File: src/rtl/asm_pkg.sv
package asm_pkg;
    localparam int SET_W  = 4;
    localparam int HLD_W  = 4;
    localparam int DAT_W  = 8;
    localparam int MODE_W = 2;
    localparam int CNT_W  = DAT_W;

    localparam logic [MODE_W-1:0] MODE_D = MODE_W'(3);

    typedef enum logic [2:0] {
        ST_IDLE,
        ST_SETUP,
        ST_HOLD,
        ST_DATA,
        ST_END
    } asm_state_e;

    typedef struct packed {
        logic [SET_W-1:0] setup_len;
        logic [HLD_W-1:0] hold_len;
        logic [DAT_W-1:0] data_len;
        logic             hold_on;
        logic             mux;
        logic             wr;
    } asm_timing_t;
endpackage

File: src/rtl/asm_phase_cfg.sv
module asm_phase_cfg
    import asm_pkg::*;
(
    input  logic              ext_mode_en,
    input  logic [MODE_W-1:0] mode_sel,
    input  logic              mux_en,
    input  logic              psram_en,
    input  logic              wr_en,
    input  logic [SET_W-1:0]  setup_cyc,
    input  logic [HLD_W-1:0]  hold_cyc,
    input  logic [DAT_W-1:0]  data_cyc,
    output asm_timing_t       timing
);
    logic hold_need;
    logic setup_min_one;

    always_comb begin
        hold_need     = mux_en || (ext_mode_en && (mode_sel == MODE_D));
        setup_min_one = hold_need || !ext_mode_en || psram_en;

        timing.setup_len = (setup_min_one && (setup_cyc == '0)) ? SET_W'(1) : setup_cyc;
        timing.hold_on   = hold_need;
        if (!hold_need) begin
            timing.hold_len = '0;
        end else if (hold_cyc == '0) begin
            timing.hold_len = HLD_W'(1);
        end else begin
            timing.hold_len = hold_cyc;
        end
        timing.data_len = (data_cyc == '0) ? DAT_W'(1) : data_cyc;
        timing.mux      = mux_en;
        timing.wr       = wr_en;
    end
endmodule

File: src/rtl/asm_phase_cnt.sv
module asm_phase_cnt #(
    parameter int W = 8
) (
    input  logic         clk,
    input  logic         rst_n,
    input  logic         load,
    input  logic [W-1:0] load_val,
    output logic         cnt_zero
);
    logic [W-1:0] cnt_q;

    always_ff @(posedge clk or negedge rst_n) begin
        if (!rst_n) begin
            cnt_q <= '0;
        end else if (load) begin
            cnt_q <= load_val;
        end else if (cnt_q != '0) begin
            cnt_q <= cnt_q - W'(1);
        end
    end

    assign cnt_zero = (cnt_q == '0);
endmodule

File: src/rtl/asm_access_seq.sv
module asm_access_seq
    import asm_pkg::*;
#(
    parameter int AW = 16,
    parameter int DW = 16
) (
    input  logic              clk,
    input  logic              rst_n,
    input  logic              start,
    input  logic              wr_en,
    input  logic [AW-1:0]     addr,
    input  logic [DW-1:0]     wdata,
    input  logic              ext_mode_en,
    input  logic [MODE_W-1:0] mode_sel,
    input  logic              mux_en,
    input  logic              psram_en,
    input  logic [SET_W-1:0]  setup_cyc,
    input  logic [HLD_W-1:0]  hold_cyc,
    input  logic [DAT_W-1:0]  data_cyc,
    output logic              busy,
    output logic              done,
    output logic [DW-1:0]     rdata,
    output logic              cs_n,
    output logic              oe_n,
    output logic              we_n,
    output logic              adv_n,
    output logic [AW-1:0]     mem_addr,
    output logic [DW-1:0]     dq_out,
    output logic              dq_oe,
    input  logic [DW-1:0]     dq_in
);
    localparam int MUX_W = (AW < DW) ? AW : DW;

    asm_state_e  state_q, state_d;
    asm_timing_t tim_live, tim_q;
    logic [AW-1:0]    addr_q;
    logic [DW-1:0]    wdata_q;
    logic [DW-1:0]    rdata_q;
    logic             cnt_load;
    logic [CNT_W-1:0] cnt_val;
    logic             cnt_zero;
    logic             accept;

    asm_phase_cfg u_cfg (
        .ext_mode_en (ext_mode_en),
        .mode_sel    (mode_sel),
        .mux_en      (mux_en),
        .psram_en    (psram_en),
        .wr_en       (wr_en),
        .setup_cyc   (setup_cyc),
        .hold_cyc    (hold_cyc),
        .data_cyc    (data_cyc),
        .timing      (tim_live)
    );

    asm_phase_cnt #(.W(CNT_W)) u_cnt (
        .clk      (clk),
        .rst_n    (rst_n),
        .load     (cnt_load),
        .load_val (cnt_val),
        .cnt_zero (cnt_zero)
    );

    assign accept = (state_q == ST_IDLE) && start;

    // state register
    always_ff @(posedge clk or negedge rst_n) begin
        if (!rst_n) begin
            state_q <= ST_IDLE;
        end else begin
            state_q <= state_d;
        end
    end

    // request capture and read-data capture
    always_ff @(posedge clk or negedge rst_n) begin
        if (!rst_n) begin
            tim_q   <= '0;
            addr_q  <= '0;
            wdata_q <= '0;
            rdata_q <= '0;
        end else begin
            if (accept) begin
                tim_q   <= tim_live;
                addr_q  <= addr;
                wdata_q <= wdata;
            end
            if ((state_q == ST_DATA) && cnt_zero && !tim_q.wr) begin
                rdata_q <= dq_in;
            end
        end
    end

    // next state and phase counter loading
    always_comb begin
        state_d  = state_q;
        cnt_load = 1'b0;
        cnt_val  = '0;
        unique case (state_q)
            ST_IDLE: begin
                if (start) begin
                    cnt_load = 1'b1;
                    if (tim_live.setup_len != '0) begin
                        state_d = ST_SETUP;
                        cnt_val = CNT_W'(tim_live.setup_len) - CNT_W'(1);
                    end else if (tim_live.hold_on) begin
                        state_d = ST_HOLD;
                        cnt_val = CNT_W'(tim_live.hold_len) - CNT_W'(1);
                    end else begin
                        state_d = ST_DATA;
                        cnt_val = tim_live.data_len - CNT_W'(1);
                    end
                end
            end
            ST_SETUP: begin
                if (cnt_zero) begin
                    cnt_load = 1'b1;
                    if (tim_q.hold_on) begin
                        state_d = ST_HOLD;
                        cnt_val = CNT_W'(tim_q.hold_len) - CNT_W'(1);
                    end else begin
                        state_d = ST_DATA;
                        cnt_val = tim_q.data_len - CNT_W'(1);
                    end
                end
            end
            ST_HOLD: begin
                if (cnt_zero) begin
                    cnt_load = 1'b1;
                    state_d  = ST_DATA;
                    cnt_val  = tim_q.data_len - CNT_W'(1);
                end
            end
            ST_DATA: begin
                if (cnt_zero) begin
                    state_d = ST_END;
                end
            end
            ST_END: begin
                state_d = ST_IDLE;
            end
            default: begin
                state_d = ST_IDLE;
            end
        endcase
    end

    // outputs
    always_comb begin
        busy     = 1'b1;
        done     = 1'b0;
        cs_n     = 1'b0;
        oe_n     = 1'b1;
        we_n     = 1'b1;
        adv_n    = 1'b1;
        dq_oe    = 1'b0;
        dq_out   = '0;
        unique case (state_q)
            ST_IDLE: begin
                busy = 1'b0;
                cs_n = 1'b1;
            end
            ST_SETUP: begin
                adv_n = 1'b0;
                if (tim_q.mux) begin
                    dq_oe  = 1'b1;
                    dq_out = DW'(addr_q[MUX_W-1:0]);
                end
            end
            ST_HOLD: begin
                if (tim_q.mux) begin
                    dq_oe  = 1'b1;
                    dq_out = DW'(addr_q[MUX_W-1:0]);
                end
            end
            ST_DATA: begin
                if (tim_q.wr) begin
                    we_n   = 1'b0;
                    dq_oe  = 1'b1;
                    dq_out = wdata_q;
                end else begin
                    oe_n = 1'b0;
                end
            end
            ST_END: begin
                cs_n = 1'b1;
                done = 1'b1;
            end
            default: begin
                busy = 1'b0;
                cs_n = 1'b1;
            end
        endcase
    end

    assign mem_addr = addr_q;
    assign rdata    = rdata_q;
endmodule

File: config.mk
export PLATFORM = sky130hd
export DESIGN_NAME = asm_access_seq
export DESIGN_NICKNAME = d
export VERILOG_FILES = /design/src/rtl/asm_pkg.sv /design/src/rtl/asm_phase_cfg.sv /design/src/rtl/asm_phase_cnt.sv /design/src/rtl/asm_access_seq.sv
export SDC_FILE = /design/constraint.sdc
export NUM_CORES = 1
export LEC_CHECK = 0
export BUFFER_PORTS_ARGS = -buffer_cell sky130_fd_sc_hd__clkbuf_2
export CORE_MARGIN = 5
export CORE_UTILIZATION = 48
export DETAILED_ROUTE_END_ITERATION = 8
export HOLD_SLACK_MARGIN = 0.1
export PLACE_DENSITY = 0.75
export SLEW_MARGIN = 20
export SYNTH_ARGS = -nofsm -noshare
export SYNTH_HDL_FRONTEND = slang
export SYNTH_SLANG_ARGS = --single-unit
File: constraint.sdc
create_clock -name clk -period 2.44 [get_ports clk]
set_clock_uncertainty 0.2 [all_clocks]
set_input_delay 0.366 -clock clk [delete_from_list [all_inputs] [get_ports clk]]
set_output_delay 0.366 -clock clk [all_outputs]
set_load 0.05 [all_outputs]
==> metrics.md <==
| Metric | Value |
|---|---|
| Remaining Overflow, GRT | 0 |
| Vias in the first global route | 4,062 |
| Final min period | 2.42 ns |
| Drt wl/cell | 17.2 µm |
| First-pass GRT wire length | 19,700 µm |
| Path type of the worst min-delay path | input port to register |
| GRT Total Usage | 24.4% |
| Synth Register Bits | 74 |
| Slowest cell on the critical path | dfrtp_2 |
| Buf/Inv on CP | 2 |
| CP top delay family | flip-flops |
| Critical path arrival | 1.85 ns |
| Rows | 33 |
| Syn Area/Cell | 9.15 µm² |
| Share of cells above drive strength 1 | 35.0% |
| Die Area | 10,200 µm² |
| CP Class | register to output port |
| Clk slew on worst S/H paths | 0.07 ns |
| Initial antenna violation count | 0 |
| Max_cap viols | 0 |
| Asr flop ratio synth | 100% |
| Worst hold slack | 0.134 ns |
| Slew margin rel. | 64.7% |
| Mux cell area share after synthesis | 6.57% |
| Clock tree buffer depth | 2 |
| Mapped Area | 3960 µm² |
| Worst-path cell chain | nand2b_4 -> a21oi_4 -> and2_4 -> buf_12 -> a22o_1 -> buf_8 |
| DP Area | 4960 µm² |
| Crit-path max cell delay | 0.46 ns |
| Core footprint | 8130 µm² |
| CTS tree | built |
| Post-synthesis xor/xnor area fraction | 3.32% |
| Outcome | finished, final reports clean |
| Non-Filler Instances | 746 |
| Critical path launch point type | register |
| Final antenna-violating net count | 0 |
| Inst Count DP | 668 |
| Final hold violation count | 0 |
| WL final | 12,800 µm |
| I/O pin count | 128 |
| Tightest Pin Transition | 0.516 ns |
| DIE WIDTH | 101 µm |
| Syn_nets | 512 |
| Synthesis-to-finish area growth | 50.4% |
| CTS root buffer | clkbuf_8 |
| Gpl congestion | 0.924 |
| Max VDD drop | 0.581 mV |
| Synth Area in Adders | 1.90% |
| EDFF count, synth | 0 |
| Netlist cell types | 53 |
| Chip height | 101 µm |
| Starting density of the core | 48.7% |
| Setup violators final | 0 |
| Via Count | 4,146 |
| Crit. End Element | output port |
| Worst EP required | 1.87 ns |
| Largest net degree at the start of global routing | 39 |
| Synthesis warning total | 0 |
| H-tree depth | 3 |
| Final core utilization | 73.2% |
| Peak fanout along the critical path | 9 |
| Clock Sinks | 74 |
| Synth Instances | 433 |
| CTS Buf Count | 9 |
| Largest family of logic cells by synthesized area | simple AND/OR/NAND/NOR gates |
| Simple-gate portion of the synthesized area | 23.2% |
| PwrDens | 864 nW/µm² |
| Compound-Gate Fraction of Synth Area | 14.0% |
| DR vias/cell | 5.56 |
| Final Instance Area | 5960 µm² |
| Hpwl dp | 8090 µm |
| Initial DRC count | 256 |
| Fillers | 553 |
| Number of I/O port buffers | 127 |
| Clock Latency Late Sink | 0.35 ns |
| Final Net Count | 715 |
| Max Freq | 0.414 GHz |
| Sequential area share after synthesis | 46.7% |
| Leak | 3.00 nW |
| Pins Over Slew Limit | 0 |
| Remaining routing DRC violations | 0 |
| Fin crit share | 99.0% |
| Drt pass-1 iters | 5 |
| Post-synth top flop | dfrtp_1 |
==> worst register-to-register path: cells and delay by family (launching register included) <==
| kind | cells | cell delay, ns |
|---|---|---|
| adder cells (fa/ha/maj) | 1 | 0.21 |
| AO/OA/AOI/OAI | 3 | 0.72 |
| buffers and inverters | 1 | 0.08 |
| AND/OR/NAND/NOR | 2 | 0.68 |
| flip-flops | 1 | 0.38 |
==> Yosys cell counts (6+ instances only) <==
cell type | instances | area [µm²]
nand2_1 | 141 | 529
dfrtp_1 | 74 | 1850
inv_1 | 14 | 52.6
ha_1 | 6 | 75.1
mux2_4 | 10 | 150
mux2_2 | 8 | 90.1
a22o_1 | 16 | 140
o21ai_0 | 11 | 55.1
a21oi_1 | 15 | 75.1
nor3_1 | 11 | 55.1
clkbuf_1 | 8 | 30.0
buf_2 | 11 | 55.1
nor2_1 | 14 | 52.6
xnor2_1 | 10 | 87.6
==> cell usage in the layout, fill, tap and decap left out, types with 4 or more instances in the layout <==
master	n
nor3b_1	4
dlygate4sd3_1	53
buf_4	30
nand2_1	141
buf_12	11
nor3_1	10
a21oi_1	15
mux2_4	10
ha_1	6
nand3_1	4
o21ai_0	11
a22o_1	4
clkbuf_8	16
a31oi_1	5
or4_1	5
nor2_1	14
a22o_2	10
clkbuf_2	109
inv_1	14
xor2_1	5
mux2_2	8
dfrtp_1	71
xnor2_1	10
==> stage by stage <==
step	power, W	worst slack, ns	TNS, ns
after floorplan	0.00305	0.0362	0
final	0.00515	0.0234	0
after global placement	0.00364	-0.101	-0.215
after CTS	0.00489	0.00547	0
after global routing	0.00538	-0.0192	-0.0606
after detailed placement	0.00369	-0.118	-0.290
==> state kept, by name, indices dropped and copies added, names as in the netlist <==
register / count
mem_addr: 16
rdata: 16
state_q: 3
tim_q: 15
u_cnt.cnt_q: 8
wdata_q: 16
==> power breakdown <==
part	total [W]	switching, W	internal (W)
Combinational	0.00232	0.00133	0.000991
Clock	0.00106	0.000466	0.000597
Sequential	0.00176	0.000267	0.00150
Total	0.00515	0.00206	0.00308
==> layout make-up <==
cell class	instances	area, µm²	share of cell area, %
Antenna cell	1	2.50	0.0420
Multi-Input combinational cell	323	2010	33.8
Clock inverter	5	78.8	1.32
Tap cell	105	131	2.21
Timing Repair Buffer	214	1690	28.3
Clock buffer	10	138	2.31
Sequential cell	74	1860	31.1
Inverter	14	52.6	0.882
==> layer usage <==
layer	global-route usage [%]	up-vias	routed length (µm)
met5	0	-	0
met4	8.81	0	234
met3	6.16	27	952
met2	43.1	188	6720
met1	28.6	2029	4890
li1	-	1902	-
==> worst paths after layout <==
path | start | end | slack [ns] | depth (start not counted)
max in group asynchronous | rst_n | state_q[1]$_DFFE_PN0P_ | 1.11 | 3
min in group asynchronous | rst_n | mem_addr[3]$_DFFE_PN0P_ | 0.33 | 2
worst min-delay path | data_cyc[5] | tim_q[8]$_DFFE_PN0P_ | 0.13 | 4
worst max register to register | u_cnt.cnt_q[1]$_DFFE_PN0P_ | u_cnt.cnt_q[5]$_DFFE_PN0P_ | 0.03 | 7
worst min register to register | wdata_q[15]$_DFFE_PN0P_ | wdata_q[15]$_DFFE_PN0P_ | 0.29 | 2
worst max-delay path | state_q[1]$_DFFE_PN0P_ | dq_out[14] | 0.02 | 6
==> kinds of logic after synthesis <==
kind of cell             count (synthesis)
AND/OR/NAND/NOR                        205
AO/OA/AOI/OAI                           77
flip-flops                              74
buffers and inverters                   36
multiplexers                            20
XOR/XNOR                                15
adder cells (fa/ha/maj)                  6
==> repair_timing <==
| action | 4_1_cts | 5_1_grt |
|---|---|---|
| setup buffers | 1 | 7 |
| hold endpoints to repair | 89 | 0 |
| pin swaps | 0 | 3 |
| hold buffers | 53 | 0 |
| gates cloned | 0 | 1 |
| resized for setup | 24 | 14 |
| setup endpoints to repair | 18 | 19 |
(Power assumes the default switching activity.)
